**config.mk**
```make
export PLATFORM = sky130hd
export DESIGN_NAME = smc_trap_router
export DESIGN_NICKNAME = d
export VERILOG_FILES = /design/src/rtl/smc_router_pkg.sv /design/src/rtl/smc_router_datapath.sv /design/src/rtl/smc_router_ctrl.sv /design/src/rtl/smc_trap_router.sv
export SDC_FILE = /design/constraint.sdc
export NUM_CORES = 1
export LEC_CHECK = 0
export BUFFER_PORTS_ARGS = -buffer_cell sky130_fd_sc_hd__buf_4
export CORE_ASPECT_RATIO = 1.25
export CORE_MARGIN = 2
export CORE_UTILIZATION = 36
export CTS_CLUSTER_DIAMETER = 200
export DETAILED_ROUTE_END_ITERATION = 8
export MAX_ROUTING_LAYER = met4
export PLACE_DENSITY = 0.87
export SLEW_MARGIN = 10
export SYNTH_ARGS = -nofsm -noshare
export SYNTH_HDL_FRONTEND = slang
export SYNTH_SLANG_ARGS = --single-unit
```
**constraint.sdc**
```tcl
create_clock -name clk -period 3.2 [get_ports clk]
set_input_delay 0.8 -clock clk [delete_from_list [all_inputs] [get_ports clk]]
set_output_delay 0.8 -clock clk [all_outputs]
set_load 0.05 [all_outputs]
```
**src/rtl/smc_router_pkg.sv**
```systemverilog
package smc_router_pkg;
  localparam int INSTR_W = 32;
  localparam int IMM_W   = 4;
  localparam int SYN_W   = 16;
  localparam int OUT_W   = 6;

  localparam int O_NOTSMC = 0;
  localparam int O_CONDF  = 1;
  localparam int O_UNDEF  = 2;
  localparam int O_NOP    = 3;
  localparam int O_TRAP2  = 4;
  localparam int O_CALL3  = 5;

  typedef struct packed {
    logic             isMatch;
    logic             condPass;
    logic             itFault;
    logic [IMM_W-1:0] imm;
  } decode_t;

  typedef struct packed {
    logic loadImm;
    logic zeroImm;
  } strobe_t;
endpackage

```
**src/rtl/smc_router_datapath.sv**
```systemverilog
module smc_router_datapath
  import smc_router_pkg::*;
(
  input  logic               clk,
  input  logic               rst,
  input  logic [INSTR_W-1:0] instrWord,
  input  logic               isTwoHalf,
  input  logic [3:0]         condFlags,
  input  logic               inItBlock,
  input  logic               lastInItBlock,
  input  logic [3:0]         itCond,
  input  strobe_t            stb,
  output decode_t            dec,
  output logic [SYN_W-1:0]   synReg
);
  localparam logic [7:0]  A_OPC  = 8'h16;
  localparam logic [3:0]  A_LOW  = 4'h7;
  localparam logic [11:0] T_HI   = 12'hF7F;
  localparam logic [3:0]  T_SEC  = 4'b1000;

  function automatic logic evalCond(input logic [3:0] c, input logic [3:0] f);
    logic n, z, cy, v, r;
    n = f[3]; z = f[2]; cy = f[1]; v = f[0];
    case (c[3:1])
      3'd0:    r = z;
      3'd1:    r = cy;
      3'd2:    r = n;
      3'd3:    r = v;
      3'd4:    r = cy & ~z;
      3'd5:    r = (n == v);
      3'd6:    r = ~z & (n == v);
      default: r = 1'b1;
    endcase
    if (c[0] && c != 4'hF) r = ~r;
    return r;
  endfunction

  logic armMatch, thumbMatch;
  logic [3:0] effCond;

  always_comb begin
    armMatch   = (instrWord[31:28] != 4'hF) && (instrWord[27:20] == A_OPC) &&
                 (instrWord[7:4] == A_LOW);
    thumbMatch = (instrWord[31:20] == T_HI) && (instrWord[15:12] == T_SEC);
    effCond    = isTwoHalf ? (inItBlock ? itCond : 4'hE) : instrWord[31:28];
    dec.isMatch  = isTwoHalf ? thumbMatch : armMatch;
    dec.condPass = evalCond(effCond, condFlags);
    dec.itFault  = isTwoHalf && inItBlock && !lastInItBlock;
    dec.imm      = isTwoHalf ? instrWord[19:16] : instrWord[3:0];
  end

  always_ff @(posedge clk) begin
    if (rst)
      synReg <= '0;
    else if (stb.loadImm && !stb.zeroImm)
      synReg <= {{(SYN_W-IMM_W){1'b0}}, dec.imm};
    else
      synReg <= '0;
  end

  p_zero_imm_r7: assert property (@(posedge clk) disable iff (rst)
    stb.zeroImm |=> synReg == '0);
endmodule

```
**src/rtl/smc_router_ctrl.sv**
```systemverilog
module smc_router_ctrl
  import smc_router_pkg::*;
(
  input  logic             clk,
  input  logic             rst,
  input  logic             inValid,
  input  decode_t          dec,
  input  logic [1:0]       excLevel,
  input  logic             secureState,
  input  logic             hypTrapEn,
  input  logic             monDisable32,
  input  logic             monDisable64,
  input  logic             monitorIs64,
  input  logic             secureDisableNop,
  output strobe_t          stb,
  output logic             outValid,
  output logic [OUT_W-1:0] outcome
);
  logic [OUT_W-1:0] nextOut;
  logic             nsEl1;

  always_comb begin
    nsEl1   = (excLevel == 2'd1) && !secureState;
    nextOut = '0;
    if (!dec.isMatch)                nextOut[O_NOTSMC] = 1'b1;
    else if (!dec.condPass)          nextOut[O_CONDF]  = 1'b1;
    else if (excLevel == 2'd0)       nextOut[O_UNDEF]  = 1'b1;
    else if (dec.itFault)            nextOut[O_UNDEF]  = 1'b1;
    else if (hypTrapEn && nsEl1)     nextOut[O_TRAP2]  = 1'b1;
    else if (monitorIs64) begin
      if (monDisable64)              nextOut[O_UNDEF]  = 1'b1;
      else                           nextOut[O_CALL3]  = 1'b1;
    end else if (monDisable32) begin
      if (secureState && secureDisableNop) nextOut[O_NOP] = 1'b1;
      else                           nextOut[O_UNDEF]  = 1'b1;
    end else                         nextOut[O_CALL3]  = 1'b1;

    stb.loadImm = inValid && (nextOut[O_TRAP2] || nextOut[O_CALL3]);
    stb.zeroImm = inValid && monitorIs64;
  end

  always_ff @(posedge clk) begin
    if (rst) begin
      outValid <= 1'b0;
      outcome  <= '0;
    end else begin
      outValid <= inValid;
      outcome  <= inValid ? nextOut : '0;
    end
  end

  p_onehot_r10: assert property (@(posedge clk) disable iff (rst)
    outValid |-> $countones(outcome) == 1);
  p_idle_r10: assert property (@(posedge clk) disable iff (rst)
    !outValid |-> outcome == '0);
  p_latency_r10: assert property (@(posedge clk) disable iff (rst)
    inValid |=> outValid);
  p_cond_first_r3: assert property (@(posedge clk) disable iff (rst)
    (inValid && dec.isMatch && !dec.condPass) |=> outcome[O_CONDF]);
  p_el0_r4: assert property (@(posedge clk) disable iff (rst)
    (inValid && dec.isMatch && dec.condPass && excLevel == 2'd0) |=> outcome[O_UNDEF]);
  p_trap_r6: assert property (@(posedge clk) disable iff (rst)
    (inValid && dec.isMatch && dec.condPass && !dec.itFault && hypTrapEn &&
     excLevel == 2'd1 && !secureState) |=> outcome[O_TRAP2]);
  p_nop_secure_r8: assert property (@(posedge clk) disable iff (rst)
    (outValid && outcome[O_NOP]) |-> $past(secureState));
endmodule

```
**src/rtl/smc_trap_router.sv**
```systemverilog
module smc_trap_router
  import smc_router_pkg::*;
(
  input  logic        clk,
  input  logic        rst,
  input  logic        inValid,
  input  logic [31:0] instrWord,
  input  logic        isTwoHalf,
  input  logic [1:0]  excLevel,
  input  logic        secureState,
  input  logic [3:0]  condFlags,
  input  logic        inItBlock,
  input  logic        lastInItBlock,
  input  logic [3:0]  itCond,
  input  logic        hypTrapEn,
  input  logic        monDisable32,
  input  logic        monDisable64,
  input  logic        monitorIs64,
  input  logic        secureDisableNop,
  output logic        outValid,
  output logic [5:0]  outcome,
  output logic [15:0] syndromeImm
);
  decode_t dec;
  strobe_t stb;

  smc_router_datapath i_dp (
    .clk(clk), .rst(rst), .instrWord(instrWord), .isTwoHalf(isTwoHalf),
    .condFlags(condFlags), .inItBlock(inItBlock), .lastInItBlock(lastInItBlock),
    .itCond(itCond), .stb(stb), .dec(dec), .synReg(syndromeImm)
  );

  smc_router_ctrl i_ctrl (
    .clk(clk), .rst(rst), .inValid(inValid), .dec(dec), .excLevel(excLevel),
    .secureState(secureState), .hypTrapEn(hypTrapEn), .monDisable32(monDisable32),
    .monDisable64(monDisable64), .monitorIs64(monitorIs64),
    .secureDisableNop(secureDisableNop), .stb(stb), .outValid(outValid),
    .outcome(outcome)
  );

  p_syn_quiet_r9: assert property (@(posedge clk) disable iff (rst)
    (outValid && !outcome[O_TRAP2] && !outcome[O_CALL3]) |-> syndromeImm == '0);
endmodule

```
# After elaboration in Yosys (flattened, before gate mapping)
# Index checks and enable logic that the tools add are counted.
[classes]
n_reduce_logical = 23
mul = 0
n_mux = 26
order_cmp = 0
div = 0
add_sub_neg = 0
eq_ne = 14
shift = 0
bitwise = 9
[op_table]
columns = ["cell", "count"]
rows = [
  ["$mux W1", 16],
  ["$mux W4", 4],
  ["$eq A12 B12 Y1 const B", 1],
  ["$logic_and A1 B1 Y1", 12],
  ["$eq A3 B3 Y1 const B", 3],
  ["$reduce_or A9 Y1", 1],
  ["$eq A8 B5 Y1 const B", 1],
  ["$ne A4 B4 Y1 const B", 2],
  ["$not A1 Y1", 7],
  ["$pmux W1 S7", 1],
  ["$eq A3 B2 Y1 const B", 2],
  ["$mux W3", 2],
  ["$mux W5", 1],
  ["$eq A4 B3 Y1 const B", 1],
  ["$eq A4 B4 Y1 const B", 1],
  ["$mux W2", 2],
  ["$reduce_or A2 Y1", 2],
  ["$reduce_or A4 Y1", 1],
  ["$eq A3 B1 Y1 const B", 1],
  ["$logic_not A1 Y1", 3],
  ["$logic_not A3 Y1", 1],
  ["$reduce_or A3 Y1", 1],
  ["$and A1 B1 Y1", 2],
  ["$eq A2 B1 Y1 const B", 1],
  ["3 further kinds", 3],
]
[word_totals]
input_bits = 54
mem_bits_rw = 0
latch_bits = 0
n_memories = 0
ff_bits = 23
output_inout_bits = 23
rom_bits = 0

# Logic depth before layout (Yosys ltp)
# Gate-level depths: netlist of the first run.
[depth]
ltp_word = 14
mapped_depth = 8
depth_no_buf = 6

# By module
# A second synthesis of the first run with hierarchy kept.
[unflattened]
cells_unflattened = 103
hier_area_um2 = 900.9
[by_module_without_submodules]
columns = ["mod", "instances", "area_each_um2", "cells_each"]
rows = [
  ["smc_router_datapath", 1, 589.3, 76],
  ["smc_router_ctrl", 1, 311.5, 27],
]

# Least setup slack after synthesis of the first run
# OpenSTA, ideal clock, no wires.
[synth_timing]
path_kind = "input -> register"
startpoint = "in instrWord[13]"
endpoint = "reg i_ctrl.outcome[3]"
path_stages = 7
path_slack_ns = 0.603
arrival_time_ns = 2.509
path_cell_list = "or4b_1 -> nor4_1 -> a31oi_1 -> or3_1 -> or2_0 -> buf_6 -> nor4_2"
[synth_via]
elab_chain_cells = 5
[synth_lines]
columns = ["item", "line", "source"]
rows = [
  ["start: declaration", "smc_trap_router.sv:7", "input logic [31:0] instrWord,"],
  ["$eq A4 B4 Y1", "smc_router_datapath.sv:44", "thumbMatch = (instrWord[31:20] == T_HI) && (instrWord[15:12] == T_SEC);"],
  ["$logic_and A1 B1 Y1", "smc_router_datapath.sv:44", ""],
  ["$mux W1", "smc_router_datapath.sv:46", "dec.isMatch = isTwoHalf ? thumbMatch : armMatch;"],
  ["$not A1 Y1 (no source line)", "-", ""],
  ["$reduce_or A9 Y1 (no source line)", "-", ""],
  ["end signal: assignment", "smc_router_ctrl.sv:48", "outcome <= inValid ? nextOut : '0;"],
  ["end: declaration", "smc_router_ctrl.sv:17", "output logic [OUT_W-1:0] outcome"],
]
# No other way between the ends.
# A chain may end at the register's enable or synchronous reset.

# Worst setup path after layout of the first run
[layout_timing]
startpoint = "in instrWord[13]"
endpoint = "reg i_dp.synReg[1]"
[layout_via]
elab_chain_cells = 9
[layout_lines]
columns = ["item", "line", "source"]
rows = [
  ["$eq A4 B4 Y1", "smc_router_datapath.sv:44", ""],
  ["$logic_and A1 B1 Y1", "smc_router_datapath.sv:44", ""],
  ["$mux W1", "smc_router_datapath.sv:46", ""],
  ["$mux W5", "smc_router_ctrl.sv:25", "if (!dec.isMatch) nextOut[O_NOTSMC] = 1'b1;"],
  ["$logic_or A1 B1 Y1", "smc_router_ctrl.sv:38", "stb.loadImm = inValid && (nextOut[O_TRAP2] || nextOut[O_CALL3]);"],
  ["$logic_and A1 B1 Y1", "smc_router_ctrl.sv:38", ""],
  ["$logic_and A1 B1 Y1", "smc_router_datapath.sv:55", "else if (stb.loadImm && !stb.zeroImm)"],
  ["$not A1 Y1 (no source line)", "-", ""],
  ["$reduce_or A2 Y1 (no source line)", "-", ""],
  ["end signal: assignment", "smc_router_datapath.sv:56", "synReg <= {{(SYN_W-IMM_W){1'b0}}, dec.imm};"],
  ["end: declaration", "smc_router_datapath.sv:14", "output logic [SYN_W-1:0] synReg"],
]
# No other way between the ends.

==> results of run 1 <==
## report_power, final
part	leakage (nW)	total [W]	switching (W)	internal, W
combinational	0.505	0.000139	0.0000795	0.0000590
sequential	0.0891	0.000139	0.000000429	0.000138
clock	0.0150	0.0000944	0.0000460	0.0000484
## area by class of cell
type                       instances  share of cell area
tap                               31              0.0309
sequential                        11               0.175
timing repair buffer              60               0.359
clock buffer                       4              0.0209
inverter                           3             0.00897
multi-input combinational         79               0.405
## Yosys cell counts
cell	count	area, um2
buf_4	12	90.1
dfxtp_1	11	220
nor3_1	8	40.0
nand2_1	7	26.3
mux2i_1	5	50.1
nor2_1	5	18.8
nor4_2	5	62.6
inv_1	3	11.3
nand2b_1	3	18.8
nand3_1	3	15.0
o22ai_1	3	18.8
a21oi_1	2	10.0
a31oi_1	2	12.5
and3b_1	2	17.5
buf_2	2	10.0
nand4b_1	2	17.5
o21ai_0	2	10.0
o32a_1	2	20.0
a21o_1	1	7.51
and3_1	1	6.26
buf_6	1	11.3
conb_1	1	3.75
nand3_2	1	10.0
nand4_1	1	6.26
nor2b_1	1	6.26
nor4_1	1	6.26
o21a_1	1	7.51
o311a_1	1	10.0
o311ai_0	1	8.76
or2_0	1	6.26
or2_1	1	6.26
or3_1	1	6.26
or4_1	1	7.51
or4b_1	1	10.0
or4bb_1	1	11.3
xor2_1	1	8.76
## cells by family after synthesis
logic type	count (synthesis)	share of synthesized area
buffers and inverters	18	0.151
AOI/OAI and AO/OA	15	0.130
muxes	5	0.0618
other	1	0.00463
xor gates and xnor gates	1	0.0108
DFF	11	0.272
and+or+nand+nor	46	0.369
## worst paths after layout
kind                       from                          to  slack [ns]  cells past startpoint
hold / removal          inValid  i_ctrl.outValid$_SDFF_PP0_        0.80                      3
setup / recovery  instrWord[13]   i_dp.synReg[1]$_SDFF_PP0_        0.53                      7
## per-layer routing
| metal | routed length (um) | part of all wire | up-vias | GRT usage |
|---|---|---|---|---|
| met5 | 0 | 0 | - | - |
| met4 | 78 | 0.034 | 0 | 0.139 |
| met3 | 226 | 0.10 | 5 | 0.0127 |
| met2 | 1160 | 0.51 | 57 | 0.300 |
| met1 | 794 | 0.35 | 423 | 0.189 |
| li1 | - | - | 453 | - |
## registers in the layout (all words and copies together), names as in the netlist
name,cells
i_ctrl.outcome,6
i_ctrl.outValid,1
i_dp.synReg,4
## per-stage QoR
step                      hold WS, ns  instances  setup WS, ns  total power [W]
after floorplan                 0.945        108         0.603         0.000232
after global placement           1.05        184         0.343         0.000275
after detailed placement         1.08        184         0.213         0.000279
after CTS                       0.792        188         0.496         0.000373
after global routing            0.827        188         0.333         0.000383
final                           0.797        188         0.530         0.000372
## critical path, delay by kind of cell
kind                   cells  cell delay [ns]
and+or+nand+nor            5             1.86
buffers and inverters      1             0.10
AOI/OAI and AO/OA          1             0.09
==> out/summary.txt, run 1 <==
Data arrival, critical path: 2.85 ns
RSZ-0062 raised after global routing: no
Routed Wire Length: 2260 um
first-pass GRT wire length: 3350 um
Via density: 4.99
clock buffer depth: 2
die area: 2650 um2
Finish-stage setup viols: 0
clock buffer count from CTS: 3
Post-Syn Area: 810 um2
Fin Setup TNS: 0 ns
CTS Hold Bufs: 0
Layout Utilization: 0.580
Final ANT Viol Nets: 0
Worst-Margin Slew: 0.534 ns
flops & latches, synth: 11
IO Count: 77
Setup crit start kind: primary input
vias in the first global route: 851
fillers: 182
final slew viol count: 0
Static Leakage: 0.609 nW
post-DP HPWL: 1910 um
status: finished clean
input/output buffers: 60
Final Hold Vio Count: 0
pin count of the biggest net entering global routing: 18
Post-Syn Instances: 97
max_slew headroom: 0.644
Initial Util: 0.374
Final Cell Area: 1250 um2
Max Cap Viol: 0
Worst EP required: 3.38 ns
unique cell type count in the Yosys netlist: 36
Max Freq: 0.375 GHz
number of gates resized after cts: 0
TritonCTS clock tree: yes
Period minus WS final: 2.67 ns
Pwr per Cell Area: 296 nW/um2
FF+latch area: 220 um2
VDD IR max: 0.138 mV
total grt overflow: 0
CP cell instances: buf_4 -> or4b_1 -> nor4_1 -> a31oi_1 -> or3_1 -> or2_0 -> nor4_2
clock root buffer: clkbuf_4
FP Rows: 19
part of the Yosys area used for sequential elements: 0.272
clk slew on worst S/H paths: 0.06 ns
max incr delay on CP: 0.53 ns
die height: 57.0 um
Clock H-tree levels: 1
worst-path fanout max: 7
clock tree sinks: 11
Core Footprint: 2160 um2
DRC viols: 0
WL/cell: 12.0 um
Avg Synthesized Cell Area: 8.35 um2
drt pass-1 iters: 4
nets@finish: 212
Multi-input gate area: 508 um2
drt initial violations: 17
initial antenna violation count: 0
Slowest cell on crit path: or4b_1
Worst Hold Class: primary input to flip-flop
gpl congestion: 0.782
post-route clock period utilization: 0.834
critical path type: primary input to flip-flop
GRT Total Usage: 0.181
placed cell area: 1230 um2
Yosys Warn Count: 0
Chip Width: 46.4 um
ratio of cells with drive above 1 in the final layout: 0.439
n_diodes: 0
element type at the critical path end: flip-flop
commonest non-fill, non-tap cell in the layout: buf_4
most frequent cells in the layout: buf_4 (60), conb_1 (12), dfxtp_1 (11), nor3_1 (8), nand2_1 (7)
post-CTS setup buffers: 0
synthesis-to-finish area growth: 55.0%
Vias: 938
No activity file was read; power rests on OpenSTA's default activity.
==> run 2, diff against run 1 <==
Settings changed: CORE_UTILIZATION 36 to 32, PLACE_DENSITY 0.87 to 0.83.
Clock period 3.2 ns to 2.4 ns, I/O delays scaled along.
==> run 2 against run 1 <==
Against the previous run: cell count increased by 2.1%; design area up 2.1%; largest power group is now combinational cells; setup slack got worse by 0.42 ns; clock power up 29%; global-route usage shrank 2.3 points; non-clock buffer count increased by 2; critical endpoint is now i_dp.synReg[3]$_SDFF_PP0_; utilization shrank 5.2 points; via count shrank 2.6%; first-iteration DRC count decreased by 5.9%; critical path depth did not move; largest cell class unchanged; combinational power rose by 35%; hold slack lost 0.21 ns; highest routed layer unchanged.
==> out/summary.txt, run 2 (synthesis results as in run 1) <==
nets@finish: 214 (was 212)
crit-path most repeated cell: nor4_2
max reg flops: 6 (unchanged)
WL/cell: 11.7 um (was 12.0 um)
met2 WL post-DR: 1140 um (was 1160 um)
Clock H-tree levels: 1 (unchanged)
Post-Place Cells: 188 (was 184)
Layout Cells excl Fill: 192 (was 188)
family with the most delay on the worst path: simple AND/OR/NAND/NOR gates (unchanged)
Highest Signal Layer: met4 (unchanged)
Initial Util: 0.334 (was 0.374)
Place WS: -0.301 ns (was 0.213 ns)
total grt overflow: 0 (unchanged)
CTS Hold Bufs: 0 (unchanged)
met1 WL: 784 um (was 794 um)
Tot Pwr: 0.000494 W (was 0.000372 W)
DRC viols: 0 (unchanged)
Data arrival, critical path: 2.47 ns (was 2.85 ns)
FP Rows: 20 (was 19)
gpl congestion: 0.867 (was 0.782)
Max Freq: 0.436 GHz
TritonCTS clock tree: yes (unchanged)
clock root buffer: clkbuf_4 (unchanged)
Via density: 4.76 (was 4.99)
crit path from: instrWord[13] (unchanged)
first-pass GRT wire length: 3500 um (was 3350 um)
synthesis-to-finish area growth: 58.3% (was 55.0%)
clock tree sinks: 11 (unchanged)
Core Footprint: 2430 um2 (was 2160 um2)
clock buffer count from CTS: 3 (unchanged)
max incr delay on CP: 0.53 ns (about the same)
IO Count: 77 (unchanged)
Vias: 914 (was 938)
Met3 Wirelength: 285 um (was 226 um)
drt pass-1 iters: 4 (unchanged)
Static Leakage: 0.621 nW (was 0.609 nW)
WP buf/inv: 1 (unchanged)
VDD IR max: 0.191 mV (was 0.138 mV)
Fin Setup TNS: 0 ns (unchanged)
post-CTS setup buffers: 0 (unchanged)
vias in the first global route: 858 (was 851)
input/output buffers: 60 (unchanged)
post-DP HPWL: 1910 um (about the same)
WHS: 0.592 ns (was 0.797 ns)
die area: 2950 um2 (was 2650 um2)
Worst Hold Class: primary input to flip-flop (unchanged)
commonest non-fill, non-tap cell in the layout: buf_4 (unchanged)
drt initial violations: 16 (was 17)
ratio of cells with drive above 1 in the final layout: 0.459 (was 0.439)
worst-path fanout max: 7 (unchanged)
initial antenna violation count: 0 (unchanged)
fin worst setup slack: 0.106 ns (was 0.530 ns)
clock buffer depth: 2 (unchanged)
element type at the critical path end: flip-flop (unchanged)
Final ANT Viol Nets: 0 (unchanged)
final slew viol count: 0 (unchanged)
Top Registers: i_ctrl.outcome: 6 flops, i_dp.synReg: 4 flops, i_ctrl.outValid: 1 flops (unchanged)
Pwr per Cell Area: 385 nW/um2 (was 296 nW/um2)
Slowest cell on crit path: or4b_1 (unchanged)
GRT Total Usage: 0.159 (was 0.181)
Worst EP required: 2.58 ns (was 3.38 ns)
CP cell instances: buf_4 -> or4b_1 -> nor4_2 -> a31oi_1 -> or3_1 -> or2_4 -> nor4_2 (was buf_4 -> or4b_1 -> nor4_1 -> a31oi_1 -> or3_1 -> or2_0 -> nor4_2)
critical path type: primary input to flip-flop (unchanged)
Finish-stage setup viols: 0 (unchanged)
largest reg by FF count: i_ctrl.outcome (unchanged)
post-route clock period utilization: 0.956
Levels on crit path: 7 (unchanged)
Chip Width: 49.0 um (was 46.4 um)
Period minus WS final: 2.29 ns
status: finished clean (unchanged)
n_diodes: 0 (unchanged)
Final Hold Vio Count: 0 (unchanged)
Setup crit start kind: primary input (unchanged)
most frequent cells in the layout: buf_4 (62), conb_1 (12), dfxtp_1 (11), nor3_1 (8), nand2_1 (7) (was buf_4 (60), conb_1 (12), dfxtp_1 (11), nor3_1 (8), nand2_1 (7))
critical path capture point: i_dp.synReg[3]$_SDFF_PP0_ (was i_dp.synReg[1]$_SDFF_PP0_)
RSZ-0062 raised after global routing: no (unchanged)
clk slew on worst S/H paths: 0.06 ns (about the same)
fillers: 223 (was 182)
die height: 60.2 um (was 57.0 um)
pin count of the biggest net entering global routing: 10 (was 18)
Routed Wire Length: 2260 um (about the same)
Max Cap Viol: 0 (unchanged)
run 2: cell types whose count changed in the layout (fill, tap and decap cells not counted):
cell	previous run	this run
buf_4	60	62
o311ai_0	1	0
nor4_1	1	0
nor4_2	5	6
o311ai_1	0	1
or2_0	1	0
or2_4	0	1
run 2: per-stage QoR:
stage                util  instance area [um2]
floorplan               -                  851
global placement    0.513                 1250
detailed placement  0.513                 1250
CTS                 0.524                 1270
global route        0.528                 1280
finish              0.528                 1280
run 2: routing by layer:
metal,up-vias,track usage
met3,6,0.0325
met1,388,0.169
met4,0,0.0939
li1,461,-
met2,59,0.274
met5,-,-
run 2: worst min-delay path by stage:
stage / slack [ns] / start / cells past startpoint / to
after floorplan: 0.74 / inValid / 2 / i_ctrl.outValid$_SDFF_PP0_
after global placement: 0.85 / inValid / 3 / i_ctrl.outValid$_SDFF_PP0_
after detailed placement: 0.86 / inValid / 3 / i_ctrl.outValid$_SDFF_PP0_
after CTS: 0.60 / inValid / 3 / i_ctrl.outValid$_SDFF_PP0_
after global routing: 0.59 / inValid / 3 / i_ctrl.outValid$_SDFF_PP0_
final: 0.59 / inValid / 3 / i_ctrl.outValid$_SDFF_PP0_
run 2: repair_timing:
| action | in CTS | in global routing |
|---|---|---|
| cloned | 0 | 0 |
| gates resized for setup | 1 | 3 |
| endpoints found under the setup margin | 3 | 9 |
run 2: report_power, final:
group | internal, W | switching (W) | total (W)
clock network | 0.0000644 | 0.0000577 | 0.000122
registers | 0.000184 | 0.000000505 | 0.000185
logic | 0.0000801 | 0.000107 | 0.000187
run 2: layout make-up:
cell class	count	area, um2	share of cell area
clock buffers	4	26.3	0.0205
inverters	3	11.3	0.00879
multi-input cells	79	517	0.403
flip-flops and latches	11	220	0.172
well taps	33	41.3	0.0322
repair buffers	62	465	0.363
==> run 3, diff against run 2 <==
Settings changed: CORE_MARGIN 2 to not set, SLEW_MARGIN 10 to 30.
==> run 3 against run 2 <==
Against the previous run: power decreased by 0.27%; critical path depth unchanged; non-clock buffer count unchanged; setup slack improved by 0.11 ns; utilization increased by 0.55 points; design area unchanged; global-route usage decreased by 1.5 points; via count increased by 1.6%; sequential power about the same; first-iteration DRC count decreased by 6.3%; highest routed layer unchanged; clock power about the same; fmax increased by 5.0%.
==> out/summary.txt, run 3 (synthesis results as in run 1) <==
Via density: 4.84 (was 4.76)
nets@finish: 214 (unchanged)
post-CTS setup buffers: 0 (unchanged)
initial antenna violation count: 0 (unchanged)
CTS Hold Bufs: 0 (unchanged)
commonest non-fill, non-tap cell in the layout: buf_4 (unchanged)
pin count of the biggest net entering global routing: 10 (unchanged)
clock buffer depth: 2 (unchanged)
clock buffer count from CTS: 3 (unchanged)
die height: 58.2 um (was 60.2 um)
gpl congestion: 0.839 (was 0.867)
final slew viol count: 0 (unchanged)
Slowest cell on crit path: or4b_1 (unchanged)
element type at the critical path end: flip-flop (unchanged)
drt initial violations: 15 (was 16)
FF+latch area: 220 um2 (unchanged)
fin worst setup slack: 0.215 ns (was 0.106 ns)
GRT Total Usage: 0.143 (was 0.159)
VDD IR max: 0.173 mV (was 0.191 mV)
die area: 2740 um2 (was 2950 um2)
vias in the first global route: 744 (was 858)
Place WS: -0.292 ns (was -0.301 ns)
Chip Width: 47.0 um (was 49.0 um)
critical path type: primary input to flip-flop (unchanged)
Multi-input gate area: 517 um2 (unchanged)
Max Cap Viol: 0 (unchanged)
Initial Util: 0.337 (was 0.334)
Data arrival, critical path: 2.36 ns (was 2.47 ns)
status: finished clean (unchanged)
Finish-stage setup viols: 0 (unchanged)
Period minus WS final: 2.18 ns (was 2.29 ns)
total grt overflow: 0 (unchanged)
TritonCTS clock tree: yes (unchanged)
Core Footprint: 2400 um2 (was 2430 um2)
Routed Wire Length: 2060 um (was 2260 um)
post-DP HPWL: 1830 um (was 1910 um)
Top Registers: i_ctrl.outcome: 6 flops, i_dp.synReg: 4 flops, i_ctrl.outValid: 1 flops (unchanged)
worst-path fanout max: 7 (unchanged)
max reg flops: 6 (unchanged)
drt pass-1 iters: 5 (was 4)
CP cell instances: buf_4 -> or4b_1 -> nor4_2 -> a31oi_1 -> or3_1 -> or2_4 -> nor4_2 (unchanged)
crit-path most repeated cell: nor4_2 (unchanged)
fillers: 212 (was 223)
clock root buffer: clkbuf_4 (unchanged)
Vias: 929 (was 914)
first-pass GRT wire length: 2850 um (was 3500 um)
n_diodes: 0 (unchanged)
Final ANT Viol Nets: 0 (unchanged)
WL/cell: 10.7 um (was 11.7 um)
largest reg by FF count: i_ctrl.outcome (unchanged)
Worst Hold Class: primary input to flip-flop (unchanged)
post-route clock period utilization: 0.910 (was 0.956)
Clock H-tree levels: 1 (unchanged)
Setup crit start kind: primary input (unchanged)
DRC viols: 0 (unchanged)
Pwr per Cell Area: 384 nW/um2 (was 385 nW/um2)
Static Leakage: 0.620 nW (was 0.621 nW)
max incr delay on CP: 0.53 ns (about the same)
Tot Pwr: 0.000492 W (was 0.000494 W)
synthesis-to-finish area growth: 58.3% (unchanged)
ratio of cells with drive above 1 in the final layout: 0.459 (unchanged)
input/output buffers: 60 (unchanged)
clock tree sinks: 11 (unchanged)
most frequent cells in the layout: buf_4 (62), conb_1 (12), dfxtp_1 (11), nor3_1 (8), nand2_1 (7) (unchanged)
clk slew on worst S/H paths: 0.06 ns (about the same)
RSZ-0062 raised after global routing: no (unchanged)
FP Rows: 20 (unchanged)
Worst EP required: 2.58 ns (about the same)
Final Hold Vio Count: 0 (unchanged)
IO Count: 77 (unchanged)
Max Freq: 0.458 GHz (was 0.436 GHz)
## run 3: cell type report
class,count,share of cell area
Sequential cell,11,0.172
Multi-Input combinational cell,79,0.403
Tap cell,33,0.0322
Timing Repair Buffer,62,0.363
Inverter,3,0.00879
Clock buffer,4,0.0205
## run 3: per-layer routing
metal / share of wire / global-route usage
met5: 0 / -
met4: 0.016 / 0.0612
met3: 0.096 / 0.0125
met1: 0.36 / 0.148
met2: 0.53 / 0.262
## run 3: timing repair
item / in CTS / in global routing
gates resized for setup: 1 / 2
setup endpoints to repair: 4 / 7
pin swaps: 0 / 1
cloned: 0 / 0
## run 3: stage by stage
stage / hold slack (ns) / instance area (um2) / setup TNS (ns) / util / cells
floorplan: 0.745 / 851 / 0 / - / 108
global placement: 0.851 / 1250 / -1.57 / 0.519 / 188
detailed placement: 0.864 / 1250 / -1.79 / 0.519 / 188
CTS: 0.587 / 1270 / 0 / 0.530 / 192
global route: 0.604 / 1280 / 0 / 0.533 / 192
finish: 0.588 / 1280 / 0 / 0.533 / 192
## run 3: critical path, delay by kind of cell
kind	cells	cell delay, ns
buf+inv	1	0.11
simple gates	5	1.58
compound gates	1	0.08
## run 3: report_power, final
part / internal (W) / leakage, nW / total [W] / switching, W
logic: 0.0000799 / 0.516 / 0.000185 / 0.000105
clock network: 0.0000644 / 0.0150 / 0.000123 / 0.0000584
registers: 0.000184 / 0.0891 / 0.000185 / 0.000000371
total: 0.000329 / 0.620 / 0.000492 / 0.000164
## run 3: path summary, 6_finish.rpt
path | slack [ns] | cells after the start | endpoint | start
worst min-delay path | 0.59 | 3 | i_ctrl.outValid$_SDFF_PP0_ | inValid
worst max-delay path | 0.22 | 7 | i_dp.synReg[3]$_SDFF_PP0_ | instrWord[13]
